<file path="config.mk">
export PLATFORM = sky130hd
export DESIGN_NAME = dma_chan_engine
export DESIGN_NICKNAME = d
export VERILOG_FILES = /design/src/rtl/dma_chan_pkg.sv /design/src/rtl/dma_addr_step.sv /design/src/rtl/dma_req_pacer.sv /design/src/rtl/dma_chan_engine.sv
export SDC_FILE = /design/constraint.sdc
export NUM_CORES = 1
export LEC_CHECK = 0
export ABC_AREA = 1
export BUFFER_PORTS_ARGS = -buffer_cell sky130_fd_sc_hd__clkbuf_2
export CAP_MARGIN = 20
export CORE_MARGIN = 8
export CORE_UTILIZATION = 40
export DETAILED_ROUTE_END_ITERATION = 16
export PLACE_DENSITY = 0.61
export SYNTH_ARGS = -nofsm -noshare
export SYNTH_HDL_FRONTEND = slang
export SYNTH_SLANG_ARGS = --single-unit
</file>
<file path="constraint.sdc">
create_clock -name clk -period 5.05 [get_ports clk]
set_input_delay 0.2525 -clock clk [delete_from_list [all_inputs] [get_ports clk]]
set_output_delay 0.2525 -clock clk [all_outputs]
set_load 0.01 [all_outputs]
</file>
<file path="src/rtl/dma_chan_pkg.sv">
package dma_chan_pkg;
   // control word bit positions; software and neighbours decode these
   localparam int CTL_EN      = 0;
   localparam int CTL_FIN     = 1;
   localparam int CTL_FIN_IE  = 2;
   localparam int CTL_BURST   = 3;
   localparam int CTL_ERR     = 4;
   localparam int CTL_ERR_IE  = 5;
   localparam int CTL_SRC_SYS = 6;
   localparam int CTL_DST_SYS = 7;
   localparam int SRC_STEP_LO = 8;
   localparam int DST_STEP_LO = 12;
   localparam int DST_LINE_LO = 16;
   localparam int WIDTH_LO    = 20;
   localparam int SRC_LINE_LO = 24;
   localparam int LINE_W      = 4;

   typedef enum logic [2:0] {
      ST_IDLE,
      ST_WAIT,
      ST_RD,
      ST_WR,
      ST_GRANT
   } eng_state_t;
endpackage

</file>
<file path="src/rtl/dma_addr_step.sv">
module dma_addr_step #(
   parameter int ADDR_W      = 32,
   parameter int BURST_SCALE = 4
) (
   input  logic [ADDR_W-1:0] addr_i,
   input  logic [2:0]        code_i,
   input  logic              burst_i,
   output logic [ADDR_W-1:0] addr_o
);
   logic [ADDR_W-1:0] mag;
   logic [ADDR_W-1:0] scaled;

   always_comb begin
      case (code_i[1:0])
         2'd1:    mag = ADDR_W'(1);
         2'd2:    mag = ADDR_W'(2);
         2'd3:    mag = ADDR_W'(4);
         default: mag = '0;
      endcase
   end

   generate
      if (BURST_SCALE == 1) begin : g_flat
         assign scaled = mag;
      end else begin : g_scaled
         assign scaled = burst_i ? mag * ADDR_W'(BURST_SCALE) : mag;
      end
   endgenerate

   assign addr_o = code_i[2] ? addr_i - scaled : addr_i + scaled;
endmodule

</file>
<file path="src/rtl/dma_req_pacer.sv">
module dma_req_pacer #(
   parameter int NLINES = 16,
   parameter int LINE_W = 4
) (
   input  logic [NLINES-1:0] req_i,
   input  logic [LINE_W-1:0] src_line_i,
   input  logic [LINE_W-1:0] dst_line_i,
   input  logic              grant_pulse_i,
   output logic              ok_o,
   output logic [NLINES-1:0] grant_o
);
   logic [NLINES-1:0] hit_s;
   logic [NLINES-1:0] hit_d;

   generate
      for (genvar i = 0; i < NLINES; i++) begin : g_line
         if (i == 0) begin : g_free
            assign hit_s[i]   = 1'b0;
            assign hit_d[i]   = 1'b0;
            assign grant_o[i] = 1'b0;
         end else begin : g_num
            assign hit_s[i]   = (src_line_i == LINE_W'(i)) && req_i[i];
            assign hit_d[i]   = (dst_line_i == LINE_W'(i)) && req_i[i];
            assign grant_o[i] = grant_pulse_i &&
                                ((src_line_i == LINE_W'(i)) || (dst_line_i == LINE_W'(i)));
         end
      end
   endgenerate

   assign ok_o = ((src_line_i == '0) || (|hit_s)) && ((dst_line_i == '0) || (|hit_d));
endmodule

</file>
<file path="src/rtl/dma_chan_engine.sv">
module dma_chan_engine
   import dma_chan_pkg::*;
#(
   parameter int ADDR_W      = 32,
   parameter int DATA_W      = 32,
   parameter int CNT_W       = 24,
   parameter int NLINES      = 16,
   parameter int BURST_BEATS = 4
) (
   input  logic              clk,
   input  logic              rst_n,
   input  logic              reg_wr_i,
   input  logic [1:0]        reg_idx_i,
   input  logic [31:0]       reg_wdata_i,
   output logic [31:0]       reg_rdata_o,
   output logic              m_valid_o,
   output logic              m_write_o,
   output logic [ADDR_W-1:0] m_addr_o,
   output logic [1:0]        m_size_o,
   output logic              m_sys_bus_o,
   output logic [DATA_W-1:0] m_wdata_o,
   input  logic [DATA_W-1:0] m_rdata_i,
   input  logic              m_ready_i,
   input  logic              m_err_i,
   input  logic [NLINES-1:0] req_i,
   output logic [NLINES-1:0] grant_o,
   output logic              irq_o
);
   localparam int BEAT_W = $clog2(BURST_BEATS);

   generate
      if (BURST_BEATS < 2 || NLINES < 2 || NLINES > 16 || CNT_W > 32 ||
          ADDR_W > 32 || DATA_W < 1) begin : g_bad_cfg
         $error("dma_chan_engine: unsupported parameter set");
      end
   endgenerate

   logic [ADDR_W-1:0] src_q, dst_q, src_nxt, dst_nxt;
   logic [CNT_W-1:0]  cnt_q;
   logic [31:0]       ctl_q;
   logic [DATA_W-1:0] buf_q;
   logic [BEAT_W-1:0] beat_q, last_beat;
   eng_state_t        state;
   logic              pace_ok, fin_set, err_set, beat_ok;

   dma_addr_step #(.ADDR_W(ADDR_W), .BURST_SCALE(BURST_BEATS)) u_src_step (
      .addr_i(src_q), .code_i(ctl_q[SRC_STEP_LO +: 3]),
      .burst_i(ctl_q[CTL_BURST]), .addr_o(src_nxt));

   dma_addr_step #(.ADDR_W(ADDR_W), .BURST_SCALE(BURST_BEATS)) u_dst_step (
      .addr_i(dst_q), .code_i(ctl_q[DST_STEP_LO +: 3]),
      .burst_i(ctl_q[CTL_BURST]), .addr_o(dst_nxt));

   dma_req_pacer #(.NLINES(NLINES), .LINE_W(LINE_W)) u_pacer (
      .req_i(req_i), .src_line_i(ctl_q[SRC_LINE_LO +: LINE_W]),
      .dst_line_i(ctl_q[DST_LINE_LO +: LINE_W]),
      .grant_pulse_i(state == ST_GRANT), .ok_o(pace_ok), .grant_o(grant_o));

   assign last_beat = ctl_q[CTL_BURST] ? BEAT_W'(BURST_BEATS - 1) : '0;
   assign fin_set   = (state == ST_WAIT) && ctl_q[CTL_EN] && (cnt_q == '0);
   assign err_set   = m_valid_o && m_ready_i && m_err_i;
   assign beat_ok   = m_valid_o && m_ready_i && !m_err_i;

   always_ff @(posedge clk or negedge rst_n) begin
      if (!rst_n) begin
         src_q  <= '0;
         dst_q  <= '0;
         cnt_q  <= '0;
         ctl_q  <= '0;
         buf_q  <= '0;
         beat_q <= '0;
         state  <= ST_IDLE;
      end else begin
         // software side; engine updates below take precedence
         if (reg_wr_i) begin
            case (reg_idx_i)
               2'd0: src_q <= reg_wdata_i[ADDR_W-1:0];
               2'd1: dst_q <= reg_wdata_i[ADDR_W-1:0];
               2'd2: cnt_q <= reg_wdata_i[CNT_W-1:0];
               default: ctl_q <= {reg_wdata_i[31:5],
                                  reg_wdata_i[CTL_ERR] & ctl_q[CTL_ERR],
                                  reg_wdata_i[3:2],
                                  reg_wdata_i[CTL_FIN] & ctl_q[CTL_FIN],
                                  reg_wdata_i[CTL_EN]};
            endcase
         end
         case (state)
            ST_IDLE: if (ctl_q[CTL_EN]) state <= ST_WAIT;
            ST_WAIT: begin
               if (!ctl_q[CTL_EN]) begin
                  state <= ST_IDLE;
               end else if (fin_set) begin
                  ctl_q[CTL_EN]  <= 1'b0;
                  ctl_q[CTL_FIN] <= 1'b1;
                  state          <= ST_IDLE;
               end else if (pace_ok) begin
                  beat_q <= '0;
                  state  <= ST_RD;
               end
            end
            ST_RD: begin
               if (err_set) begin
                  ctl_q[CTL_EN]  <= 1'b0;
                  ctl_q[CTL_ERR] <= 1'b1;
                  state          <= ST_IDLE;
               end else if (beat_ok) begin
                  buf_q <= m_rdata_i;
                  src_q <= src_nxt;
                  state <= ST_WR;
               end
            end
            ST_WR: begin
               if (err_set) begin
                  ctl_q[CTL_EN]  <= 1'b0;
                  ctl_q[CTL_ERR] <= 1'b1;
                  state          <= ST_IDLE;
               end else if (beat_ok) begin
                  dst_q <= dst_nxt;
                  if (beat_q == last_beat) begin
                     cnt_q <= cnt_q - CNT_W'(1);
                     state <= ST_GRANT;
                  end else begin
                     beat_q <= beat_q + BEAT_W'(1);
                     state  <= ST_RD;
                  end
               end
            end
            ST_GRANT: state <= ST_WAIT;
            default:  state <= ST_IDLE;
         endcase
      end
   end

   always_comb begin
      case (reg_idx_i)
         2'd0:    reg_rdata_o = 32'(src_q);
         2'd1:    reg_rdata_o = 32'(dst_q);
         2'd2:    reg_rdata_o = 32'(cnt_q);
         default: reg_rdata_o = ctl_q;
      endcase
   end

   assign m_valid_o   = (state == ST_RD) || (state == ST_WR);
   assign m_write_o   = (state == ST_WR);
   assign m_addr_o    = m_write_o ? dst_q : src_q;
   assign m_wdata_o   = buf_q;
   assign m_size_o    = ctl_q[WIDTH_LO +: 2];
   assign m_sys_bus_o = m_write_o ? ctl_q[CTL_DST_SYS] : ctl_q[CTL_SRC_SYS];
   assign irq_o       = (ctl_q[CTL_FIN] & ctl_q[CTL_FIN_IE]) |
                        (ctl_q[CTL_ERR] & ctl_q[CTL_ERR_IE]);

   // a pending request holds its shape until accepted
   a_r3_hold_request: assert property (@(posedge clk) disable iff (!rst_n)
      m_valid_o && !m_ready_i |=> m_valid_o && $stable(m_addr_o) && $stable(m_write_o));

   // finish status only appears with the count exhausted and enable dropped
   a_r6_finish_at_zero: assert property (@(posedge clk) disable iff (!rst_n)
      $rose(ctl_q[CTL_FIN]) |-> (cnt_q == '0) && !ctl_q[CTL_EN]);

   // grants only follow an accepted write
   a_r8_grant_after_write: assert property (@(posedge clk) disable iff (!rst_n)
      (|grant_o) |-> $past(m_write_o && m_ready_i && !m_err_i));

   // an error leaves the engine stopped and the master port quiet
   a_r9_error_stops: assert property (@(posedge clk) disable iff (!rst_n)
      $rose(ctl_q[CTL_ERR]) |-> !ctl_q[CTL_EN] && !m_valid_o);
endmodule

</file>
==> results of run 1 <==
-- routing by layer --
layer / routed length, um / vias up / part of all wire [%]
met4: 1760 / 0 / 3.4
met2: 24000 / 474 / 46
met5: 0 / - / 0
met1: 22800 / 6937 / 44
li1: - / 7440 / -
met3: 3460 / 87 / 6.7
-- flip-flops by register name (all words and copies together), names as in the netlist --
signal,flops
ctl_q,32
src_q,32
cnt_q,24
dst_q,32
m_wdata_o,32
beat_q,2
state,3
-- cell usage after synthesis, types with 4 or more instances --
| master | number |
|---|---|
| nand3b_1 | 5 |
| ha_1 | 63 |
| dfrtp_1 | 157 |
| nor2_4 | 5 |
| o221ai_1 | 4 |
| nand4_1 | 20 |
| nor2_2 | 7 |
| nand3_1 | 114 |
| o22ai_1 | 17 |
| o2111ai_1 | 4 |
| o21ai_0 | 229 |
| a31oi_1 | 9 |
| nor3_1 | 25 |
| buf_2 | 23 |
| a21oi_1 | 121 |
| inv_2 | 7 |
| xnor2_1 | 16 |
| o21ai_1 | 4 |
| nor2_1 | 147 |
| nand2_1 | 818 |
| inv_1 | 280 |
| o21bai_1 | 5 |
| xor2_1 | 22 |
| o211ai_1 | 16 |
| clkbuf_1 | 37 |
-- where the power goes --
group	leakage, nW	switching (W)	internal (W)
clock network	0.294	0.000561	0.000876
registers	1.93	0.000530	0.00172
logic	6.27	0.00395	0.00204
-- cell families after synthesis --
group                    share of synthesized area (%)
multiplexers                                    0.0747
other                                           0.0280
adder cells (fa/ha/maj)                           6.18
flip-flops                                        29.3
XOR/XNOR                                          2.48
AND/OR/NAND/NOR                                   34.7
AO/OA/AOI/OAI                                     17.0
buffers and inverters                             10.3
-- worst max path at each step --
stage | startpoint | endpoint | slack [ps] | cells past startpoint
2_1_floorplan | ctl_q[8] | src_q[31] | 1400 | 15
3_3_place_gp | ctl_q[12] | dst_q[28] | 1590 | 13
3_5_place_dp | ctl_q[12] | dst_q[28] | 1560 | 13
4_1_cts | ctl_q[12] | dst_q[28] | 1550 | 13
5_1_grt | ctl_q[12] | dst_q[28] | 1190 | 13
6_report | ctl_q[12] | dst_q[28] | 1560 | 13
-- area by class of cell --
class	count	area, um2	share of cell area, %
flip-flops and latches	157	3930	25.0
repair buffers	240	1390	8.84
clock inverters	10	190	1.21
clock buffers	21	440	2.81
multi-input cells	1679	8110	51.7
inverters	288	1080	6.89
well taps	448	561	3.57
-- through the flow --
stage / hold slack (ps) / cells
4_1_cts: 0.516 / 2841
3_3_place_gp: 375 / 2786
6_report: 16.9 / 2843
2_1_floorplan: -43.1 / 2190
3_5_place_dp: 373 / 2786
5_1_grt: 7.44 / 2843
-- cells in the final DEF, fill, tap and decap left out, types with 3 or more instances in the layout --
| cell type | synthesis | layout |
|---|---|---|
| nand2_1 | 818 | 815 |
| inv_1 | 280 | 280 |
| o21ai_0 | 229 | 228 |
| clkbuf_2 | 0 | 201 |
| dfrtp_1 | 157 | 157 |
| nor2_1 | 147 | 147 |
| a21oi_1 | 121 | 121 |
| nand3_1 | 114 | 114 |
| ha_1 | 63 | 63 |
| nor3_1 | 25 | 25 |
| dlygate4sd3_1 | 0 | 24 |
| xor2_1 | 22 | 22 |
| nand4_1 | 20 | 20 |
| o22ai_1 | 17 | 17 |
| clkbuf_16 | 0 | 17 |
| o211ai_1 | 16 | 16 |
| xnor2_1 | 16 | 16 |
| buf_4 | 3 | 12 |
| a31oi_1 | 9 | 9 |
| nor2_2 | 7 | 7 |
| inv_2 | 7 | 7 |
| nor2_4 | 5 | 5 |
| o21bai_1 | 5 | 5 |
| nand3b_1 | 5 | 5 |
| bufinv_16 | 0 | 5 |
| o2111ai_1 | 4 | 4 |
| o221ai_1 | 4 | 4 |
| nand2_2 | 1 | 4 |
| o21ai_1 | 4 | 4 |
| clkbuf_1 | 37 | 4 |
| a221oi_1 | 3 | 3 |
| nor4_1 | 3 | 3 |
| a211oi_1 | 3 | 3 |
| clkinvlp_4 | 0 | 3 |
-- repair_timing --
action / in CTS / in global routing
hold buffers: 24 / 0
hold endpoints to repair: 104 / 0
setup buffers: 0 / 0
-- worst min-delay path: cells and delay by family --
| family | cells | cell delay [ps] |
|---|---|---|
| buf+inv | 1 | 80 |
| simple gates | 2 | 100 |
==> summary.txt, run 1 <==
Synthesis
  – Synth cell types: 46
  – Asr flop ratio synth: 100%
  – Synth Instances: 2190
  – Syn avg cell area: 6.12 um2
  – Yosys warns: 0
  – Syn nets: 2342
  – EDFF count, synth: 0
  – Area contributors post-synth: dfrtp_1 29%, nand2_1 23%, o21ai_0 8.6%, inv_1 7.8%, ha_1 5.9%
  – Count of state elements after synthesis: 157
  – Synth top area share: 29.3%
  – Seq/Total Area, Yosys: 29.3%
  – Post-Syn Area: 0.0134 mm2
  – Synth Flop Type: dfrtp_1
  – Synth area leader: dfrtp_1

Finish
  – Area grow syn2layout: 17.1%
  – Nets: 2535
  – Utilization after layout: 47.2%
  – Share of cells above drive strength 1: 11.3%
  – Filler Cells Inserted: 3601
  – Final Cell Area: 0.0157 mm2
  – Antenna cells: 0

Global routing
  – Vias in the first global route: 14.5k
  – GR Overflow Total: 0
  – GRT met2 Usage: 42.4%
  – Grt met3 use: 5.42%
  – Largest net degree at the start of global routing: 84
  – Initial antenna violation count: 0
  – First-pass GRT wire length: 80800 um
  – Top Usage Layer GRT: met2
  – Met1 GRT Util: 34.1%
  – Tot GR Track Use: 26.2%

Hold path
  – Worst Hold Endpoint: m_wdata_o[26]
  – Hold wc startpoint: m_rdata_i[26]
  – Worst Hold Path Cells: 3
  – Hold Path Class: input pin to register

Routing
  – Drt pass-1 iters: 5
  – Vias/cell: 5.25
  – Vias post-DR: 14.9k
  – Antenna Nets Post-Route: 0
  – # DRC: 0
  – DRT iter0 DRCs: 1215
  – Drt total wl: 52000 um
  – Routed len/inst: 18.3 um

Worst setup path
  – Slowest CP cell: ha_1
  – CP endpoint kind: register
  – Worst r2r dst: dst_q[28]
  – Worst Path Max Fanout: 26
  – Critical Path Start Type: register
  – R2R Path Start: ctl_q[12]
  – Worst path required time: 5370 ps
  – R2R Setup Slk: 1560 ps
  – CP top delay family: simple AND/OR/NAND/NOR gates
  – Top cell by count, worst path: nand2_1
  – Max incr delay on CP: 620 ps
  – WP buf/inv: 2
  – Crit path DAT: 3820 ps
  – Crit-path cells: inv_1 -> a21oi_1 -> inv_1 -> ha_1 -> nand2_1 -> nor2_1 -> nand2_1 -> nor4_1 -> nand2_1 -> nand3_1 -> nand2_1 -> nand2_1 -> nand2_1
  – Reg2Reg Depth: 13
  – Worst setup path class: register to register

Placed design
  – Detailed placement HPWL: 41100 um
  – DP Worst Slack: 1560 ps
  – GP Congestion: 0.964
  – IO buf count: 202
  – Placed inst area: 0.0148 mm2

Timing
  – RSZ-0062 raised after global routing: false
  – Crit path time final: 3490 ps
  – Slew Limit Fails: 0
  – Final Cycle Share: 69.1%
  – Clk_skew: 14.5 ps
  – Final setup viols: 0
  – Hold Fails Final Rpt: 0
  – Sum of negative setup slack: 0 ps
  – Max-slew headroom: 28.9%
  – Worst Max-Slew Pin Slew: 1070 ps
  – Final WS setup: 1560 ps
  – Max Fclk: 286 MHz

CTS
  – Bufs on Longest Clock Path: 2
  – H-Tree Depth: 4
  – Clock sink count: 157
  – Cts bufs inserted: 17
  – Worst-Skew Late Latency: 450 ps
  – CTS tree: yes
  – CTS root buf: clkbuf_16
  – Clk pin slew, worst setup/hold paths: 70 ps
  – Post_cts resized: 0

Power and ir drop
  – Worst vdd ir: 0.283 mV
  – Lkg Pwr: 8.49 nW
  – Overall power: 0.00968 W
  – Power Dens Cells: 616 mW/mm2

Floorplan
  – Die ar.: 0.0396 mm2
  – Cell Rows: 67
  – DIE WIDTH: 199 um
  – Starting utilization of the core area: 40.3%
  – Boundary pin count: 205
  – Core box area: 0.0333 mm2
  – Die height: 199 um

Flow run
  – # Max-Cap Violations: 0

Status
  – Status: completed
(Power assumes the default switching activity.)
==> inputs of run 2 (changes only) <==
PLACE_DENSITY = 0.63   (was 0.61)
clock period = 2.94 ns   (was 5.05 ns; I/O delays follow)
==> summary.txt, run 2 (synthesis results as in run 1) <==
Status
  – Status: completed

Timing
  – Final Hold Slack: 31.5 ps (+14.6 ps)
  – Final WS setup: 188 ps (-1370 ps)
  – RSZ-0062 raised after global routing: false
  – Worst Max-Slew Pin Slew: 889 ps (-177 ps)
  – Clk_skew: 11.3 ps (-3.20 ps)
  – Slew Limit Fails: 0 (unchanged)
  – Max Fclk: 363 MHz (+27%)
  – Max-slew headroom: 40.7% (+12 points)
  – Final Cycle Share: 93.6% (+24 points)
  – Sum of negative setup slack: 0 ps (unchanged)
  – Final setup viols: 0 (unchanged)
  – Crit path time final: 2750 ps (-739 ps)
  – Hold Fails Final Rpt: 0 (unchanged)

Worst setup path
  – CP endpoint kind: register
  – Max incr delay on CP: 430 ps (-190 ps)
  – Worst path required time: 3260 ps (-2110 ps)
  – Crit-path cells: inv_1 -> a21oi_1 -> inv_1 -> buf_12 -> ha_1 -> nand2_1 -> nor4_4 -> nand3_1 -> nand2_1 -> nand2_1 -> nand3_1 -> nand2_1
  – Top cell by count, worst path: nand2_1
  – Slowest CP cell: dfrtp_1
  – Worst setup path class: register to register
  – Critical Path Start Type: register
  – Worst Path Max Fanout: 26 (unchanged)
  – CP top delay family: simple AND/OR/NAND/NOR gates
  – WP buf/inv: 3 (+1)
  – Crit path DAT: 3070 ps (-750 ps)

Floorplan
  – Die height: 199 um (unchanged)
  – Core box area: 0.0333 mm2 (unchanged)
  – Cell Rows: 67 (unchanged)
  – Boundary pin count: 205 (unchanged)
  – Die ar.: 0.0396 mm2 (unchanged)
  – DIE WIDTH: 199 um (unchanged)
  – Starting utilization of the core area: 40.3% (unchanged)

Power and ir drop
  – Worst vdd ir: 0.484 mV (+71%)
  – Lkg Pwr: 8.63 nW (+1.6%)
  – Power Dens Cells: 1040 mW/mm2 (+69%)
  – Overall power: 0.0166 W (+72%)

Global routing
  – First-pass GRT wire length: 79100 um (-2.0%)
  – GR Overflow Total: 0 (unchanged)
  – Initial antenna violation count: 3 (+3)
  – Tot GR Track Use: 25.6% (-0.58 points)
  – Largest net degree at the start of global routing: 67 (-20%)
  – Vias in the first global route: 14.5k (-0.083%)

Finish
  – Most common cell after layout, fill and taps aside: nand2_1
  – Commonest non-fill, non-tap cells in the layout: 814 x nand2_1, 280 x inv_1, 228 x o21ai_0
  – Register area: 0.00393 mm2 (unchanged)
  – Multi-input gate area: 0.00813 mm2 (+0.28%)
  – Share of cells above drive strength 1: 12.0% (+0.68 points)
  – Antenna cells: 0 (unchanged)
  – Filler Cells Inserted: 3582 (-0.53%)
  – Utilization after layout: 47.9% (+0.77 points)
  – Nets: 2557 (+0.87%)
  – Area grow syn2layout: 19.0%

Routing
  – Antenna Nets Post-Route: 0 (unchanged)
  – Routed wl met3: 3550 um (+2.6%)
  – Vias/cell: 5.23 (-0.42%)
  – DRT iter0 DRCs: 1274 (+4.9%)
  – Routed len/inst: 17.9 um (-2.3%)
  – DRT met1 WL: 22100 um (-3.0%)
  – Drt pass-1 iters: 5 (unchanged)
  – DR top layer: met5
  – Vias post-DR: 15.0k (+0.38%)
  – Drt total wl: 51200 um (-1.5%)
  – WL met2: 23600 um (-1.5%)
  – # DRC: 0 (unchanged)

CTS
  – H-Tree Depth: 4 (unchanged)
  – Worst-Skew Late Latency: 450 ps (about the same)
  – Cts bufs inserted: 17 (unchanged)
  – Clk pin slew, worst setup/hold paths: 70 ps (about the same)
  – CTS tree: yes
  – Bufs on Longest Clock Path: 2 (unchanged)
  – Clock sink count: 157 (unchanged)
  – CTS root buf: clkbuf_16

Placed design
  – Detailed placement HPWL: 41000 um (-0.42%)
  – DP Worst Slack: -160 ps (-1720 ps)
  – GP Congestion: 0.969 (+0.53%)
  – IO buf count: 202 (unchanged)

Flow run
  – # Max-Cap Violations: 0 (unchanged)

Hold path
  – Hold Path Class: input pin to register
## run 2: changes by cell type in the layout (fill, tap and decap cells not counted), sizes merged
cell / previous run / this run
buf: 15 / 27
dlygate4sd3: 24 / 34
inv: 287 / 294
clkinvlp: 3 / 0
bufinv: 5 / 3
clkbuf: 222 / 220
clkinv: 3 / 4
## run 2: per-stage QoR
stage / area (um2) / instances
final: 16000 / 2866
after global routing: 16000 / 2866
after CTS: 15900 / 2865
after detailed placement: 14900 / 2799
after global placement: 14900 / 2798
after floorplan: 13400 / 2190
## run 2: power by group
part	internal, W	total [W]	switching, W
Sequential	0.00295	0.00388	0.000925
Clock	0.00139	0.00241	0.00103
Combinational	0.00359	0.0103	0.00676
## run 2: worst paths after layout
path / from / endpoint / slack [ps] / cells after the start
max reg2reg: ctl_q[12] / dst_q[26] / 190 / 12
min in group asynchronous: rst_n / ctl_q[5] / 260 / 2
max: ctl_q[12] / dst_q[26] / 190 / 12
min: reg_wdata_i[11] / dst_q[11] / 30 / 3
min reg2reg: m_wdata_o[0] / m_wdata_o[0] / 470 / 2
max in group asynchronous: rst_n / src_q[29] / 1880 / 3
## run 2: worst min-delay path, cell delays in order
cell	delay [ps]
clkbuf_2	120
o211ai_1	100
o21ai_0	70
## run 2: cell type report
type / count / share of cell area [%]
tap: 448 / 3.51
timing repair buffer: 262 / 10.2
clock buffer: 19 / 2.78
sequential: 157 / 24.6
inverter: 288 / 6.79
multi-input combinational: 1679 / 51.0
clock inverter: 13 / 1.12
## run 2: per-layer routing
metal  vias to the layer above  track usage, %
met4                         4            10.5
met5                         -               0
met2                       496            41.1
li1                       7477               -
met1                      6917            33.4
met3                       101            5.25
## run 2: repair_timing
item	CTS	global route
endpoints found under the setup margin	1	3
hold buffers	34	0
hold endpoints to repair	96	0
gates resized for setup	1	4
setup buffers	0	0
==> inputs of run 3 (changes only) <==
ABC_AREA = not set   (was 1)
==> summary.txt, run 3 <==
Status
  – Status: finished, violations left
  – Failing checks: setup timing

CTS
  – H-Tree Depth: 4 (unchanged)
  – Clock sink count: 157 (unchanged)
  – Cts bufs inserted: 17 (unchanged)
  – CTS root buf: clkbuf_16
  – CTS tree: yes
  – Bufs on Longest Clock Path: 2 (unchanged)
  – Clk pin slew, worst setup/hold paths: 70 ps (about the same)
  – Worst-Skew Late Latency: 440 ps (about the same)

Synthesis
  – Top-count cell post-synth: nand2_1
  – Synth top area share: 31.8% (+2.5 points)
  – Post-Syn Area: 0.0123 mm2 (-7.9%)
  – Seq/Total Area, Yosys: 31.8% (+2.5 points)
  – Count of state elements after synthesis: 157 (unchanged)
  – Syn avg cell area: 8.28 um2 (+35%)
  – Synth Instances: 1491 (-32%)
  – Yosys warns: 0 (unchanged)
  – EDFF count, synth: 0 (unchanged)
  – Synth Flop Type: dfrtp_1
  – Synth area leader: dfrtp_1
  – Syn nets: 1643 (-30%)
  – Asr flop ratio synth: 100% (unchanged)
  – Ranking of synthesized cells by instance count: 329 x nand2_1, 157 x dfrtp_1, 121 x o21ai_0
  – Area contributors post-synth: dfrtp_1 32%, nand2_1 10%, ha_1 6.4%, o21ai_0 4.9%, mux4_2 4.4%
  – Synth cell types: 72 (+57%)

Hold path
  – Hold Path Class: input pin to register

Routing
  – Antenna Nets Post-Route: 0 (unchanged)
  – Routed len/inst: 20.9 um (+17%)
  – DRT iter0 DRCs: 1149 (-9.8%)
  – Vias post-DR: 13.5k (-10%)
  – Vias/cell: 5.82 (+11%)
  – Drt total wl: 48400 um (-5.6%)
  – # DRC: 0 (unchanged)
  – Drt pass-1 iters: 5 (unchanged)

Power and ir drop
  – Power Dens Cells: 1180 mW/mm2 (+13%)
  – Sw frac: 45.6% (-6.8 points)
  – Lkg Pwr: 8.15 nW (-5.5%)
  – Worst vdd ir: 0.596 mV (+23%)
  – Overall power: 0.0205 W (+23%)
  – Share of power burned in registers: 20.1% (-3.2 points)
  – Combinational share of power: 68.9% (+6.7 points)
  – P_int: 0.0111 W (+41%)
  – Clock network power share: 10.9% (-3.6 points)
  – Switching Power: 0.00933 W (+7.1%)

Global routing
  – Largest net degree at the start of global routing: 79 (+18%)
  – First-pass GRT wire length: 74800 um (-5.4%)
  – Tot GR Track Use: 25.9% (+0.21 points)
  – GR Overflow Total: 0 (unchanged)
  – Vias in the first global route: 13.5k (-6.9%)
  – Initial antenna violation count: 0 (-3)

Timing
  – Crit path time final: 3090 ps (+340 ps)
  – Sum of negative setup slack: -1440 ps (-1440 ps)
  – Slew Limit Fails: 0 (unchanged)
  – Worst Max-Slew Pin Slew: 1120 ps (+234 ps)
  – Final Cycle Share: 105% (+12 points)
  – Clk_skew: 9.69 ps (-1.58 ps)
  – Final setup viols: 21 (+21)
  – Final WS setup: -151 ps (-340 ps)
  – Max Fclk: 323 MHz (-11%)
  – Max-slew headroom: 24.9% (-16 points)
  – Hold Fails Final Rpt: 0 (unchanged)
  – RSZ-0062 raised after global routing: true

Placed design
  – Detailed placement HPWL: 35500 um (-13%)
  – # placed instances: 2215 (-21%)
  – Placed inst area: 0.0153 mm2 (+2.2%)
  – IO buf count: 202 (unchanged)
  – GP Congestion: 0.949 (-2.1%)

Finish
  – Nets: 2060 (-19%)
  – Filler Cells Inserted: 2674 (-25%)
  – Most common cell after layout, fill and taps aside: nand2_1
  – Share of cells above drive strength 1: 36.2% (+24 points)
  – Commonest non-fill, non-tap cells in the layout: 324 x nand2_1, 210 x buf_4, 201 x clkbuf_2
  – Final Cell Area: 0.0174 mm2 (+9.0%)
  – Area grow syn2layout: 40.9%
  – Fin cells: 2317 (-19%)
  – Antenna cells: 0 (unchanged)

Floorplan
  – Boundary pin count: 205 (unchanged)
  – Die height: 192 um (-3.7%)
  – Starting utilization of the core area: 40.4% (+0.17 points)
  – Cell Rows: 64 (-4.5%)
  – Die ar.: 0.0367 mm2 (-7.3%)
  – Core box area: 0.0305 mm2 (-8.3%)
  – DIE WIDTH: 192 um (-3.7%)

Worst setup path
  – WP buf/inv: 2 (-1)
  – Max incr delay on CP: 460 ps (+30 ps)
  – CP endpoint kind: register
  – CP top delay family: compound AO/OA/AOI/OAI gates
  – Slowest CP cell: dfrtp_2
  – Crit path DAT: 3430 ps (+360 ps)
  – Crit-path cells: nor2_2 -> nor2_2 -> clkinvlp_4 -> buf_12 -> ha_4 -> and2_4 -> nor4_2 -> a21o_1 -> o21ai_2 -> a31o_4 -> a221oi_4 -> o21ai_2 -> mux2i_1 -> a311oi_1
  – R2R Setup Slk: -150 ps (-340 ps)
  – Worst setup path class: register to register
  – Worst path required time: 3280 ps (+20 ps)
  – Worst Path Max Fanout: 6 (-77%)
  – Critical Path Start Type: register

Flow run
  – # Max-Cap Violations: 0 (unchanged)
## run 3: changes by cell type in the layout (fill, tap and decap cells not counted), moves of 26 or more
cell / before / now
a21o_1: 2 / 37
a21oi_2: 0 / 26
a21oi_1: 121 / 64
o21ai_0: 228 / 80
mux2_2: 0 / 46
nor2_1: 147 / 89
nand3_1: 114 / 23
mux2i_1: 1 / 53
buf_4: 20 / 210
nand2_1: 814 / 324
inv_1: 280 / 27
ha_1: 63 / 36
o21ai_1: 4 / 35
## run 3: through the flow
stage | hold WS [ps] | util, % | setup WS, ps
floorplan | -149 | - | -316
detailed placement | 233 | 50.1 | -370
global placement | 230 | 50.1 | -330
finish | 33.1 | 57.0 | -151
CTS | 24.1 | 55.4 | -119
global route | 23.3 | 57.0 | -283
## run 3: cells by family after synthesis
family / Yosys count / synth area share [%]
xor+xnor: 47 / 3.34
flops: 157 / 31.8
buf+inv: 112 / 3.56
mux: 124 / 13.0
compound gates: 398 / 20.6
other cells: 1 / 0.0304
fa+ha+maj: 65 / 6.71
simple gates: 587 / 21.0
## run 3: worst register-to-register path, cell delays in order (launching register included)
cell        delay (ps)
dfrtp_2            460
nor2_2              60
nor2_2             170
clkinvlp_4         200
buf_12             200
ha_4               250
and2_4             140
nor4_2             140
a21o_1             270
o21ai_2            100
a31o_4             240
a221oi_4           290
o21ai_2             90
mux2i_1            130
a311oi_1           260
## run 3: per-layer routing
metal	global-route usage, %	routed length (um)	part of all wire, %
met5	0	0	0
met1	33.3	20000	41
met2	43.0	23500	49
met4	9.18	1520	3.1
met3	4.68	3350	6.9
## run 3: layout make-up
type                       instances  area (um2)  area share (%)
clock inverter                    15         155           0.892
tap                              396         495            2.85
inverter                          31         123           0.705
sequential                       157        3930            22.6
multi-input combinational       1222        8870            51.0
clock buffer                      17         425            2.45
timing repair buffer             479        3390            19.5
## run 3: path summary, 6_finish.rpt
check,depth (start not counted),endpoint,from
max in group asynchronous,3,dst_q[9],rst_n
min in group asynchronous,2,src_q[5],rst_n
worst max register to register,14,dst_q[25],ctl_q[12]
worst min register to register,2,m_wdata_o[29],m_wdata_o[29]
worst max-delay path,14,dst_q[25],ctl_q[12]
worst min-delay path,2,ctl_q[28],reg_wdata_i[28]
## run 3: power groups by stage
| stage | Combinational [W] | Clock [W] | Sequential, W |
|---|---|---|---|
| finish | 0.0141 | 0.00224 | 0.00412 |
| global route | 0.0153 | 0.00237 | 0.00423 |
| CTS | 0.0129 | 0.00228 | 0.00405 |
| detailed placement | 0.0117 | 0 | 0.00405 |
| global placement | 0.0115 | 0 | 0.00403 |
| floorplan | 0.00703 | 0 | 0.00375 |
## run 3: what timing repair did
item	4_1_cts	5_1_grt
hold buffers	35	0
cloned	2	0
endpoints found under the setup margin	35	41
buffers inserted	27	8
pin swaps	73	54
hold endpoints to repair	98	0
resized for setup	118	88
